[src/rtl/strcopy_pkg.sv]
package strcopy_pkg;
  localparam logic [7:0] REP_PREFIX = 8'hF2;
  localparam logic [7:0] MOVE_OP    = 8'hA4;

  typedef enum logic [2:0] {
    ST_IDLE,
    ST_CHECK,
    ST_READ,
    ST_WRITE,
    ST_UPDATE,
    ST_DONE
  } seq_state_t;
endpackage

[src/rtl/cmd_decoder.sv]
module cmd_decoder
  import strcopy_pkg::*;
(
  input  logic [7:0] pre_byte,
  input  logic [7:0] op_byte,
  output logic       legal
);
  // only the exact prefix-then-opcode pair is a copy command
  always_comb begin
    legal = (pre_byte == REP_PREFIX) && (op_byte == MOVE_OP);
  end
endmodule

[src/rtl/copy_regs.sv]
module copy_regs #(
  parameter int AW = 10,
  parameter int CW = 12
) (
  input  logic          clk,
  input  logic          rst,
  input  logic          load,
  input  logic          step,
  input  logic [AW-1:0] src_in,
  input  logic [AW-1:0] dst_in,
  input  logic [CW-1:0] cnt_in,
  output logic [AW-1:0] src,
  output logic [AW-1:0] dst,
  output logic [CW-1:0] cnt,
  output logic          cnt_zero
);
  localparam logic [AW-1:0] PTR_INC = AW'(1);
  localparam logic [CW-1:0] CNT_DEC = CW'(1);

  always_ff @(posedge clk) begin
    if (rst) begin
      src <= '0;
      dst <= '0;
      cnt <= '0;
    end else if (load) begin
      src <= src_in;
      dst <= dst_in;
      cnt <= cnt_in;
    end else if (step) begin
      src <= src + PTR_INC;
      dst <= dst + PTR_INC;
      cnt <= cnt - CNT_DEC;
    end
  end

  always_comb cnt_zero = (cnt == '0);
endmodule

[src/rtl/copy_ctrl.sv]
module copy_ctrl
  import strcopy_pkg::*;
#(
  parameter int AW = 10
) (
  input  logic          clk,
  input  logic          rst,
  input  logic          go,
  input  logic          legal,
  input  logic          cnt_zero,
  input  logic [AW-1:0] src,
  input  logic [AW-1:0] dst,
  input  logic [7:0]    rd_data,
  output logic          load,
  output logic          step,
  output logic          busy,
  output logic          done,
  output logic          illegal,
  output logic          rd_en,
  output logic [AW-1:0] rd_addr,
  output logic          wr_en,
  output logic [AW-1:0] wr_addr,
  output logic [7:0]    wr_data
);
  seq_state_t state;

  always_comb begin
    load = (state == ST_IDLE) && go && legal;
    step = (state == ST_UPDATE);
  end

  always_ff @(posedge clk) begin
    if (rst) begin
      state   <= ST_IDLE;
      busy    <= 1'b0;
      done    <= 1'b0;
      illegal <= 1'b0;
      rd_en   <= 1'b0;
      rd_addr <= '0;
      wr_en   <= 1'b0;
      wr_addr <= '0;
      wr_data <= '0;
    end else begin
      rd_en   <= 1'b0;
      wr_en   <= 1'b0;
      done    <= 1'b0;
      illegal <= 1'b0;
      unique case (state)
        ST_IDLE: begin
          if (go) begin
            if (legal) begin
              state <= ST_CHECK;
              busy  <= 1'b1;
            end else begin
              illegal <= 1'b1;
            end
          end
        end
        ST_CHECK: begin
          if (cnt_zero) begin
            state <= ST_DONE;
            done  <= 1'b1;
          end else begin
            state   <= ST_READ;
            rd_en   <= 1'b1;
            rd_addr <= src;
          end
        end
        ST_READ: begin
          // memory returns the byte during the next state
          state <= ST_WRITE;
        end
        ST_WRITE: begin
          state   <= ST_UPDATE;
          wr_en   <= 1'b1;
          wr_addr <= dst;
          wr_data <= rd_data;
        end
        ST_UPDATE: begin
          state <= ST_CHECK;
        end
        ST_DONE: begin
          state <= ST_IDLE;
          busy  <= 1'b0;
        end
        default: begin
          state <= ST_IDLE;
          busy  <= 1'b0;
        end
      endcase
    end
  end
endmodule

[src/rtl/strcopy_engine.sv]
module strcopy_engine
  import strcopy_pkg::*;
#(
  parameter int AW = 10,
  parameter int CW = 12
) (
  input  logic          clk,
  input  logic          rst,
  input  logic          go,
  input  logic [7:0]    cmd_pre,
  input  logic [7:0]    cmd_op,
  input  logic [AW-1:0] src_in,
  input  logic [AW-1:0] dst_in,
  input  logic [CW-1:0] cnt_in,
  output logic          mem_rd_en,
  output logic [AW-1:0] mem_rd_addr,
  input  logic [7:0]    mem_rd_data,
  output logic          mem_wr_en,
  output logic [AW-1:0] mem_wr_addr,
  output logic [7:0]    mem_wr_data,
  output logic [AW-1:0] src_ptr,
  output logic [AW-1:0] dst_ptr,
  output logic [CW-1:0] count,
  output logic          busy,
  output logic          done,
  output logic          illegal
);
  logic legal;
  logic load;
  logic step;
  logic cnt_zero;

  cmd_decoder u_dec (
    .pre_byte (cmd_pre),
    .op_byte  (cmd_op),
    .legal    (legal)
  );

  copy_regs #(.AW(AW), .CW(CW)) u_regs (
    .clk      (clk),
    .rst      (rst),
    .load     (load),
    .step     (step),
    .src_in   (src_in),
    .dst_in   (dst_in),
    .cnt_in   (cnt_in),
    .src      (src_ptr),
    .dst      (dst_ptr),
    .cnt      (count),
    .cnt_zero (cnt_zero)
  );

  copy_ctrl #(.AW(AW)) u_ctrl (
    .clk      (clk),
    .rst      (rst),
    .go       (go),
    .legal    (legal),
    .cnt_zero (cnt_zero),
    .src      (src_ptr),
    .dst      (dst_ptr),
    .rd_data  (mem_rd_data),
    .load     (load),
    .step     (step),
    .busy     (busy),
    .done     (done),
    .illegal  (illegal),
    .rd_en    (mem_rd_en),
    .rd_addr  (mem_rd_addr),
    .wr_en    (mem_wr_en),
    .wr_addr  (mem_wr_addr),
    .wr_data  (mem_wr_data)
  );
endmodule

[config.mk]
export PLATFORM = sky130hd
export DESIGN_NAME = strcopy_engine
export DESIGN_NICKNAME = d
export VERILOG_FILES = /design/src/rtl/strcopy_pkg.sv /design/src/rtl/cmd_decoder.sv /design/src/rtl/copy_regs.sv /design/src/rtl/copy_ctrl.sv /design/src/rtl/strcopy_engine.sv
export SDC_FILE = /design/constraint.sdc
export NUM_CORES = 1
export LEC_CHECK = 0
export ABC_AREA = 1
export BUFFER_PORTS_ARGS = -buffer_cell sky130_fd_sc_hd__buf_2
export CORE_ASPECT_RATIO = 0.7
export CORE_MARGIN = 2
export CORE_UTILIZATION = 30
export CTS_BUF_LIST = sky130_fd_sc_hd__clkbuf_8
export DETAILED_ROUTE_END_ITERATION = 12
export GPL_ROUTABILITY_DRIVEN = 1
export GPL_TIMING_DRIVEN = 0
export MAX_ROUTING_LAYER = met4
export PLACE_DENSITY = 0.55
export SYNTH_ARGS = -nofsm -noshare
export SYNTH_HDL_FRONTEND = slang
export SYNTH_SLANG_ARGS = --single-unit
[constraint.sdc]
create_clock -name clk -period 3.1 [get_ports clk]
set_clock_uncertainty 0.05 [all_clocks]
set_input_delay 0.31 -clock clk [delete_from_list [all_inputs] [get_ports clk]]
set_output_delay 0.31 -clock clk [all_outputs]
set_load 0.03 [all_outputs]
* Word level (Yosys, flattened, before mapping)
Index checks and enable logic that the tools add are counted.
** Operators by class
- Reductions and logical operators :: 12
- Add/sub/neg operators :: 3
- Multiplexer cells :: 17
- Bitwise logic cells :: 5
- Equal/unequal tests :: 8
** Operator list (number)
- $mux W10 :: 4
- $mux W12 :: 2
- $add A10 B1 Y10 const B :: 2
- $eq A8 B8 Y1 const B :: 2
- $pmux W3 S5 :: 1
- $logic_not A12 Y1 :: 1
- $sub A12 B1 Y12 const B :: 1
- $mux W3 :: 3
- $eq A3 B2 Y1 const B :: 2
- $mux W1 :: 6
- $not A1 Y1 :: 5
- $reduce_and A2 Y1 :: 2
- $reduce_or A4 Y1 :: 1
- $eq A3 B1 Y1 const B :: 1
- $eq A3 B3 Y1 const B :: 1
- $logic_and A1 B1 Y1 :: 3
- $logic_not A3 Y1 :: 1
- $reduce_and A3 Y1 :: 1
- $reduce_or A3 Y1 :: 1
- $ne A2 B1 Y1 const B :: 1
- $ne A2 B2 Y1 const B :: 1
- $pmux W1 S2 :: 1
- $reduce_bool A2 Y1 :: 1
- $reduce_or A2 Y1 :: 1
** Word-level totals
- Logic and storage cells :: 57
- Register bits after elaboration :: 68
- Input port bits :: 59

* Longest topological paths before layout
Gate-level depths: netlist of the first run.
- Depth after elaboration :: 5
- Depth in mapped cells :: 11

* Cells and area by module
Synthesis of the first run repeated with hierarchy kept, for this count alone.
** Second synthesis, totals
- Cells, all modules :: 489
- Area, all modules :: 3519.6 µm²
** By module, submodules not included
- copy_regs :: area each 2070.7 µm², cells an instance 283, instances 1, seq. area each 640.6 µm²
- copy_ctrl :: area each 1362.6 µm², cells an instance 183, instances 1, seq. area each 720.7 µm²
- cmd_decoder :: area each 86.3 µm², cells an instance 23, instances 1, seq. area each 0.0 µm²

* Worst setup path before layout of the first run
OpenSTA, ideal clock, no wires.
- Path kind :: register to register
- Start :: register u_regs.cnt[0]
- End :: register u_ctrl.rd_addr[5]
- Data arrival time :: 1.456 ns
- Cell stages (with the launch flop) :: 10
- Required time :: 2.934 ns
- Setup time :: 0.116 ns
- Slack :: 1.478 ns
- Buffers on the path :: 1
- Cells stage by stage :: dfxtp_1 > inv_1 > ha_1 > nand2_1 > nor3b_1 > nand3_1 > nand2_1 > buf_2 > o21ai_0 > nor2_1
** On the way
- Cells in the longest elaborated chain, start to end :: 3
** Ends and longest elaborated chain
- from (decl) :: RTL line copy_regs.sv:14 : output logic [CW-1:0] cnt,
- from (signal assigned) :: RTL line copy_regs.sv:28 : cnt <= cnt_in;
- from (signal assigned) :: RTL line copy_regs.sv:32 : cnt <= cnt - CNT_DEC;
- $logic_not A12 Y1 :: RTL line copy_regs.sv:36 : always_comb cnt_zero = (cnt == '0);
- $not A1 Y1 (no source line)
- $reduce_and A2 Y1 (no source line)
- to (signal assigned) :: RTL line copy_ctrl.sv:66 : rd_addr <= src;
- to (decl) :: RTL line copy_ctrl.sv:20 : output logic [AW-1:0] rd_addr,
No other way between the ends.
A chain may end at the register's enable or synchronous reset.

* Worst setup path in the final report of the first run
- Start :: register u_regs.cnt[0]
- End :: register u_ctrl.rd_addr[2]
Same word-level chain as after synthesis.

==> summary.md, run 1 <==
| Metric | Value |
|---|---|
| Hold Crit Class | in -> reg |
| Synth top cells by count | nand2_1, nor2_1, dfxtp_1 |
| Ys async rst share | 0% |
| Crit share post-route | between 60% and 70% |
| Total vias in the final route | a little under 4000 |
| Pwr Total | between 1.5 and 2 mW |
| Hold_buf cts | 0 |
| Static Leak | approximately 2.3 nW |
| Biggest area consumer among synthesized cells | dfxtp_1 |
| Via-per-instance ratio | around 4.7 |
| Worst-path clk slew | 0.07 ns |
| Initial Utilization | between 30% and 40% |
| Die width | roughly 130 um |
| Status | finished clean |
| Clock sink total | roughly 70 |
| HPWL Detailed | 9220 um |
| Main synth FF type | dfxtp_1 |
| Fin. max-slew vios | 0 |
| Critical Path RT | 3.34 ns |
| Clock tree buffer depth | 2 |
| CP Capture Type | flip-flop |
| Synth top area share | a little under two fifths |
| CTS H-Tree Depth | 3 |
| PostCTS Resize Cnt | 0 |
| DR WL/cell | around 15 um |
| Post-layout net count | 738 |
| Drt first pass iters | 5 |
| Port buffer count | between 100 and 150 |
| Clock Latency Late Sink | between 0.3 and 0.4 ns |
| Most frequent cell after synthesis | nand2_1 |
| Layout cells sized above 1 | between 20 and 25% |
| Area Growth Syn to Fin | 27.5% |
| Min Clock Period, post-route | between 1.5 and 2 ns |
| Syn Nets | between 600 and 700 |
| Crit path arrival time | ~2.1 ns |
| Startpoint types | flip-flop |
| Initial DRC Count | around 220 |
| Gr usage total | 20.1% |
| Max-slew headroom | a little under three fifths |
| CTS tree | built |
| Final Hold Viols | 0 |
| Reg area | between 1000 and 1500 um^2 |
| Vias in the first global route | roughly 3600 |
| Grt total ovfl | 0 |
| Final setup vio count | 0 |
| Seq cells post-synth | just under 70 |
| Max-cap violations | 0 |
| Yosys warnings | 0 |
| Routed Antenna Nets | 0 |
| Final wirelength | roughly 12000 um |
| Sequential share of the synthesized area | a little under two fifths |
| Boundary Pins | roughly 120 |
| Postcts setup bufs | 0 |
| Global-route wire length before repair | 19100 um |
| Max Fanout on Critical Path | 10 |
| DRC | 0 |
| PD cells | between 300 and 400 nW/um^2 |
| Core Box Area | 11600 um^2 |
| Post-synth EDFFs | 0 |
| Area used by multi-input combinational logic | ~1800 um^2 |
| Unrepaired setup endpoints after global routing | false |
| Num rows | 33 |
| Worst vdd ir | 0.166 mV |
| Initial antenna violation count | 0 |
| Final TNS setup | 0 ns |
| Full die area | roughly 13000 um^2 |
| Synth unique cells | 28 |
| Synthesized area per cell | about 6.6 um^2 |
| Worst slew pin tran | between 0.6 and 0.7 ns |
| CTS root buf | clkbuf_8 |
| Max Freq | roughly 530 MHz |
| Largest net degree at the start of global routing | 12 |
| N_diodes | 0 |
| Placer Congestion | approximately 0.9 |
| Post-Syn Area | between 3000 and 4000 um^2 |
| Vert. Die Dim | roughly 95 um |
| Num CTS Buffers | 9 |
| Fillers | 1329 |
| Crit path kind | reg -> reg |
| Synth top area cells | dfxtp_1, nand2_1, nor2_1 |
| Syn Inst Count | approximately 540 |
[layer usage]
layer  vias up  global-route usage (%)  share of wire, %
met2       142                    29.4                42
met4         0                    3.60              0.65
met1      1775                    28.7                50
met3        11                    4.25               7.7
met5         -                       -                 0
li1       2025                       -                 -
[kinds of logic after synthesis]
family          share of synthesized area, %
compound gates                          12.1
xor+xnor                                1.47
fa+ha+maj                               1.40
buf+inv                                 10.8
flops                                   38.2
simple gates                            36.0
[placed cells by master, fill, tap and decap left out, drive strengths merged]
master,netlist,layout
xor2,4,4
xnor2,2,2
nand3b,4,4
clkbuf,10,20
and2,1,1
nor3b,2,2
o211ai,1,1
o21ai,54,54
dfxtp,68,68
nand3,48,48
inv,64,65
a21oi,31,31
clkinv,0,4
nand4,28,28
nor4,1,1
buf,17,140
nor3,2,2
nor2,99,99
ha,4,4
nand2,101,101
clkinvlp,0,1
[report_power, final]
| group | switching [mW] | internal [mW] | total, mW |
|---|---|---|---|
| Clock | 0.348 | 0.303 | 0.652 |
| Sequential | 0.000265 | 0.874 | 0.874 |
| Combinational | 0.0534 | 0.0396 | 0.0930 |
| Total | 0.402 | 1.22 | 1.62 |
[registers in the layout, indices dropped and copies added, names as in the netlist]
register / count
u_ctrl.rd_en: 1
u_regs.cnt: 12
u_ctrl.wr_data: 8
u_regs.src: 10
u_ctrl.done: 1
u_ctrl.illegal: 1
u_regs.dst: 10
u_ctrl.wr_addr: 10
u_ctrl.busy: 1
u_ctrl.wr_en: 1
u_ctrl.state: 3
u_ctrl.rd_addr: 10
[worst paths after layout]
kind | from | to | slack [ns] | depth (start not counted)
hold / removal | rst | u_ctrl.illegal | 0.12 | 2
hold reg to reg | u_ctrl.wr_data[2] | u_ctrl.wr_data[2] | 0.43 | 2
setup reg to reg | u_regs.cnt[0] | u_ctrl.rd_addr[2] | 1.21 | 9
setup / recovery | u_regs.cnt[0] | u_ctrl.rd_addr[2] | 1.21 | 9
[worst max-delay path: stages, from the launching register on]
cell	delay, ns
dfxtp_1	0.33
inv_1	0.12
ha_1	0.18
nand2_1	0.06
nor3b_1	0.35
nand3_1	0.13
nand2_1	0.16
buf_2	0.21
o21ai_0	0.11
nor2_1	0.12
[through the flow]
step | instances | area (um^2) | util, % | setup WS (ns) | hold WS [ns]
floorplan | 541 | 3570 | - | 1.48 | 0.339
global route | 837 | 4550 | 39.1 | 1.07 | 0.111
CTS | 837 | 4550 | 39.1 | 1.21 | 0.111
global placement | 821 | 4380 | 37.6 | 1.23 | 0.408
detailed placement | 821 | 4380 | 37.6 | 1.21 | 0.415
finish | 837 | 4550 | 39.1 | 1.21 | 0.125
[area by class of cell]
cell class | count | area share [%]
well taps | 157 | 4.32
flip-flops and latches | 68 | 29.9
clock buffers | 10 | 3.03
repair buffers | 123 | 13.5
multi-input cells | 382 | 40.0
inverters | 64 | 5.28
plain buffers | 27 | 3.19
clock inverters | 6 | 0.688
(Power assumes the default switching activity.)
==> inputs of run 2 (changes only) <==
PLACE_DENSITY = 0.56   (was 0.55)
clock period = 1.7 ns   (was 3.1 ns; I/O delays follow)
==> run 2 against run 1 <==
Effect of this change:
- sequential power up 82%
- hold slack got worse by 0.11 ns
- count of clock-buffer cells in the layout grew 4
- largest power group unchanged
- highest routed layer unchanged
==> summary.md, run 2 (synthesis results as in run 1) <==
| Metric | Value |
|---|---|
| Most frequent cells in the layout | buf_2, nand2_1, nor2_1, dfxtp_1, inv_1 (unchanged) |
| Largest net degree at the start of global routing | 11 (was 12) |
| Routed Antenna Nets | 0 (unchanged) |
| Hold_ws | 0.0131 ns (was 0.125 ns) |
| Post-route core utilization | 40.9% (was 39.1%) |
| Initial antenna violation count | 0 (unchanged) |
| Worst slew pin tran | 0.715 ns (was 0.660 ns) |
| Static Leak | 2.38 nW (was 2.26 nW) |
| Via-per-instance ratio | 4.77 (was 4.72) |
| Num CTS Buffers | 9 (unchanged) |
| Met3 wire len | 1050 um (was 936 um) |
| Final wirelength | 12500 um (was 12200 um) |
| Vert. Die Dim | 95.2 um (unchanged) |
| Vias in the first global route | 3656 (was 3615) |
| Min Clock Period, post-route | 1.65 ns (was 1.89 ns) |
| Core Box Area | 11600 um^2 (unchanged) |
| Max-cap violations | 0 (unchanged) |
| CTS root buf | clkbuf_8 (unchanged) |
| Port buffer count | 123 (unchanged) |
| Crit path kind | reg -> reg (unchanged) |
| Worst vdd ir | 0.308 mV (was 0.166 mV) |
| Full die area | 12800 um^2 (unchanged) |
| Die width | 134 um (unchanged) |
| Hold Crit Class | in -> reg (unchanged) |
| Placer Congestion | 0.880 (was 0.897) |
| Top routing layer used | met4 (unchanged) |
| Clock sink total | 68 (unchanged) |
| Critical Path RT | 1.90 ns (was 3.34 ns) |
| Reg with most FFs | u_regs.cnt (unchanged) |
| Worst-path clk slew | 0.07 ns (about the same) |
| Final Hold Viols | 0 (unchanged) |
| DRC | 0 (unchanged) |
| Met1 Wirelength | 6060 um (was 6070 um) |
| Global-route wire length before repair | 19400 um (was 19100 um) |
| Most common cell after layout, fill and taps aside | buf_2 (unchanged) |
| CP Capture Type | flip-flop (unchanged) |
| Metal2 WL | 5220 um (was 5090 um) |
| Startpoint types | flip-flop (unchanged) |
| CTS H-Tree Depth | 3 (unchanged) |
| Status | finished clean (unchanged) |
| Drt first pass iters | 4 (was 5) |
| Fin. max-slew vios | 0 (unchanged) |
| Max Fanout on Critical Path | 10 (unchanged) |
| N_diodes | 0 (unchanged) |
| Clock Latency Late Sink | 0.36 ns (about the same) |
| Crit share post-route | 96.9% (was 61.0%) |
| Num rows | 33 (unchanged) |
| Final TNS setup | 0 ns (unchanged) |
| Crit path arrival time | 1.85 ns (was 2.13 ns) |
| HPWL Detailed | 9280 um (was 9220 um) |
| Clock tree buffer depth | 2 (unchanged) |
| PD cells | 656 nW/um^2 (was 356 nW/um^2) |
| Largest register FFs | 12 (unchanged) |
| Gr usage total | 20.6% (was 20.1%) |
| Boundary Pins | 124 (unchanged) |
| Initial Utilization | 30.6% (unchanged) |
| Layout cells sized above 1 | 27.3% (was 24.3%) |
| Grt total ovfl | 0 (unchanged) |
| Unrepaired setup endpoints after global routing | true (was false) |
| Initial DRC Count | 257 (was 222) |
| DR WL/cell | 14.7 um (was 14.5 um) |
| Max-slew headroom | 52.4% (was 56.0%) |
| Area Growth Syn to Fin | 33.4% (was 27.5%) |
| Total vias in the final route | 4031 (was 3953) |
| Fillers | 1285 (was 1329) |
| Final setup vio count | 0 (unchanged) |
| CTS tree | built (unchanged) |
| Max Freq | 607 MHz (was 529 MHz) |
| Post-layout net count | 746 (was 738) |
-- run 2: worst paths after layout --
path	depth (start not counted)	slack (ns)	end	startpoint
worst min-delay path	3	0.01	u_ctrl.wr_data[3]	mem_rd_data[3]
worst min register to register	2	0.43	u_ctrl.rd_addr[3]	u_ctrl.rd_addr[3]
worst max register to register	10	0.05	u_regs.dst[4]	u_ctrl.state[2]
worst max-delay path	10	0.05	u_regs.dst[4]	u_ctrl.state[2]
-- run 2: layer usage --
metal	global-route usage, %	vias up
li1	-	2039
met1	28.6	1819
met2	29.8	161
met3	5.10	12
met4	5.44	0
met5	-	-
-- run 2: layout make-up --
type                       instances  area [um^2]  share of cell area [%]
clock buffer                      14          193                    4.05
timing repair buffer             131          691                    14.5
tap                              157          196                    4.13
multi-input combinational        382         1880                    39.5
clock inverter                     2         7.51                   0.158
inverter                          64          245                    5.15
buffer                            27          183                    3.84
sequential                        68         1370                    28.7
-- run 2: timing repair --
item,in CTS,in global routing
cloned,0,0
gates resized for setup,12,26
pin swaps,2,2
hold buffers,1,0
endpoints found under the hold margin,1,0
endpoints found under the setup margin,40,45
setup buffers,6,1
-- run 2: metrics by stage --
| stage | cell area [um^2] | power (mW) | worst slack, ns | instances |
|---|---|---|---|---|
| 6_report | 4760 | 3.12 | 0.0520 | 845 |
| 5_1_grt | 4760 | 3.26 | -0.0263 | 845 |
| 3_5_place_dp | 4380 | 1.80 | -0.144 | 821 |
| 4_1_cts | 4680 | 3.15 | 0.000115 | 844 |
| 2_1_floorplan | 3570 | 1.70 | 0.0782 | 541 |
| 3_3_place_gp | 4380 | 1.80 | -0.106 | 821 |
-- run 2: where the power goes --
| group | internal [mW] | switching [mW] | total (mW) |
|---|---|---|---|
| Clock | 0.720 | 0.623 | 1.34 |
| Sequential | 1.59 | 0.000509 | 1.59 |
| Combinational | 0.0847 | 0.102 | 0.187 |
| Total | 2.40 | 0.726 | 3.12 |
-- run 2: worst max-delay path, stage by stage (launching register included) --
cell and delay [ns]:
dfxtp_1 0.31, buf_6 0.14, inv_4 0.07, nand2_4 0.07, nor2_8 0.12, nand3_4 0.17
nand2_8 0.14, inv_4 0.08, buf_6 0.16, a21oi_1 0.15, nor2_1 0.07
==> inputs of run 3 (changes only) <==
BUFFER_PORTS_ARGS = default   (was -buffer_cell sky130_fd_sc_hd__buf_2)
DONT_BUFFER_PORTS = 1   (was default)
PLACE_DENSITY = 0.47   (was 0.56)
==> run 3 against run 2 <==
Effect of this change:
- first-iteration DRC count decreased by 12%
- critical path depth decreased by 1
- register-to-register slack about the same
- largest cell class unchanged
- combinational power decreased by 23%
- via count decreased by 8.8%
- sequential power about the same
- sequential share of layout area increased by 3.3 points
- routed wire length increased by 1.6%
- total power about the same
- clock power increased by 4%
- core utilization decreased by 3.4 points
- hold slack about the same
==> summary.md, run 3 (synthesis results as in run 1) <==
| Metric | Value |
|---|---|
| CTS root buf | clkbuf_8 (unchanged) |
| Grt total ovfl | 0 (unchanged) |
| Worst slew pin tran | 0.688 ns (was 0.715 ns) |
| Hold Crit Class | in -> reg (unchanged) |
| Final setup vio count | 0 (unchanged) |
| Min Clock Period, post-route | 1.65 ns (about the same) |
| DR WL/cell | 17.1 um (was 14.7 um) |
| Comb pwr share | 4.6% (was 6.0%) |
| Status | finished clean (unchanged) |
| Routed Antenna Nets | 0 (unchanged) |
| Critical Path RT | 1.94 ns (was 1.90 ns) |
| Startpoint types | flip-flop (unchanged) |
| Worst-path clk slew | 0.08 ns (was 0.07 ns) |
| Max Fanout on Critical Path | 5 (was 10) |
| Hold_ws | 0.0128 ns (was 0.0131 ns) |
| Final wirelength | 12700 um (was 12500 um) |
| Reg2reg start | u_regs.cnt[0] (was u_ctrl.state[2]) |
| Largest net degree at the start of global routing | 12 (was 11) |
| Total vias in the final route | 3678 (was 4031) |
| Initial antenna violation count | 0 (unchanged) |
| DRC | 0 (unchanged) |
| Reg with most FFs | u_regs.cnt (unchanged) |
| PD cells | 716 nW/um^2 (was 656 nW/um^2) |
| Crit path from | u_regs.cnt[0] (was u_ctrl.state[2]) |
| CTS H-Tree Depth | 3 (unchanged) |
| Post-layout net count | 640 (was 746) |
| HPWL Detailed | 9310 um (was 9280 um) |
| Die width | 134 um (unchanged) |
| Layout cells sized above 1 | 15.6% (was 27.3%) |
| Full die area | 12800 um^2 (unchanged) |
| Psw | 734 uW (was 726 uW) |
| Max-slew headroom | 54.1% (was 52.4%) |
| Slowest CP cell | dfxtp_4 (was dfxtp_1) |
| CP Capture Type | flip-flop (unchanged) |
| Gr usage total | 20.5% (was 20.6%) |
| Seq pwr share | 50.8% (was 51.0%) |
| Crit path kind | reg -> reg (unchanged) |
| Worst vdd ir | 0.383 mV (was 0.308 mV) |
| Fin. max-slew vios | 0 (unchanged) |
| Initial Utilization | 30.6% (unchanged) |
| Most frequent cells in the layout | nand2_1, nor2_1, inv_1, dfxtp_1, nand3_1 (was buf_2, nand2_1, nor2_1, dfxtp_1, inv_1) |
| Placer Congestion | 0.857 (was 0.880) |
| Port buffer count | 0 (was 123) |
| Static Leak | 1.88 nW (was 2.38 nW) |
| Via-per-instance ratio | 4.98 (was 4.77) |
| Max Freq | 607 MHz (about the same) |
| Worst-path cell chain | inv_4 -> ha_4 -> nand2_1 -> nor3b_2 -> nand3_2 -> nand2_4 -> buf_6 -> o21ai_0 -> nor2_1 (was buf_6 -> inv_4 -> nand2_4 -> nor2_8 -> nand3_4 -> nand2_8 -> inv_4 -> buf_6 -> a21oi_1 -> nor2_1) |
| Drt first pass iters | 5 (was 4) |
| Placed Area | 3760 um^2 (was 4380 um^2) |
| Min-delay src | cnt_in[8] (was mem_rd_data[3]) |
| Num rows | 33 (unchanged) |
| Largest register FFs | 12 (unchanged) |
| Final Hold Viols | 0 (unchanged) |
| Sw frac | 23.5% (was 23.2%) |
| CTS tree | built (unchanged) |
| Clk pwr share | 44.6% (was 43.0%) |
| Vias in the first global route | 3376 (was 3656) |
| Final instance area | 4370 um^2 (was 4760 um^2) |
| Global-route wire length before repair | 19000 um (was 19400 um) |
| Boundary Pins | 124 (unchanged) |
| Int Pwr | 2.39 mW (was 2.40 mW) |
| Post-route core utilization | 37.5% (was 40.9%) |
| Core Box Area | 11600 um^2 (unchanged) |
| Vert. Die Dim | 95.2 um (unchanged) |
| N_diodes | 0 (unchanged) |
| Crit path arrival time | 1.89 ns (was 1.85 ns) |
| Clock tree buffer depth | 2 (unchanged) |
| Initial DRC Count | 227 (was 257) |
| Num CTS Buffers | 9 (unchanged) |
| Most common cell after layout, fill and taps aside | nand2_1 (was buf_2) |
| Clock sink total | 68 (unchanged) |
| Clock Latency Late Sink | 0.36 ns (about the same) |
| Crit share post-route | 97.0% (was 96.9%) |
| Worst slack at placement | -0.269 ns (was -0.144 ns) |
| Area Growth Syn to Fin | 22.4% (was 33.4%) |
| Crit-path max cell delay | 0.39 ns (was 0.31 ns) |
| Max-cap violations | 0 (unchanged) |
| Fin worst setup slack | 0.0513 ns (was 0.0520 ns) |
==> run 3: cell count changes in the layout (fill, tap and decap cells not counted), sizes merged <==
cell / previous run / this run
inv: 66 / 64
dlygate4sd3: 1 / 16
clkbuf: 25 / 22
buf: 146 / 25
bufinv: 0 / 1
clkinv: 0 / 4
==> run 3: critical path: cells and delay by family (launching register included) <==
kind,cells,cell delay (ns)
compound gates,1,0.07
fa+ha+maj,1,0.13
buf+inv,2,0.22
flops,1,0.39
simple gates,5,0.72
==> run 3: worst paths after layout <==
kind / endpoint / slack (ns) / cells past startpoint
worst max register to register: u_ctrl.rd_addr[6] / 0.05 / 9
worst min register to register: u_regs.cnt[7] / 0.53 / 2
worst min-delay path: u_regs.cnt[8] / 0.01 / 4
worst max-delay path: u_ctrl.rd_addr[6] / 0.05 / 9
==> run 3: power by group through the flow <==
stage,clock (mW),combinational (mW),sequential (mW)
2_1_floorplan,0,0.0663,1.63
4_1_cts,1.45,0.140,1.59
5_1_grt,1.50,0.158,1.59
3_5_place_dp,0,0.100,1.63
3_3_place_gp,0,0.100,1.63
6_report,1.39,0.144,1.59
==> run 3: metal layers <==
metal	GRT usage, %	vias to the layer above	routed length [um]
li1	-	1835	-
met1	28.5	1704	6140
met2	28.6	128	5210
met3	6.86	11	1210
met4	4.39	0	105
met5	-	-	0
==> run 3: layout make-up <==
class	count	area [um^2]
Clock buffer	11	151
Tap cell	157	196
Clock inverter	5	50.0
Buffer	27	175
Fill cell	1275	7280
Multi-Input combinational cell	382	1900
Inverter	64	253
Timing Repair Buffer	25	244
Sequential cell	68	1400
==> run 3: timing repair <==
action                     4_1_cts  5_1_grt
gates resized for setup         23       50
setup buffers                    7        1
hold endpoints to repair        16        0
setup endpoints to repair       47       45
gates cloned                     0        1
pin swaps                        2        8
hold buffers                    16        0
==> run 3: per-stage QoR <==
stage / power, mW / setup TNS, ns / cells
6_report: 3.13 / 0 / 739
5_1_grt: 3.25 / -0.00895 / 739
4_1_cts: 3.18 / 0 / 737
3_5_place_dp: 1.73 / -4.09 / 698
3_3_place_gp: 1.73 / -3.87 / 698
2_1_floorplan: 1.70 / 0 / 541
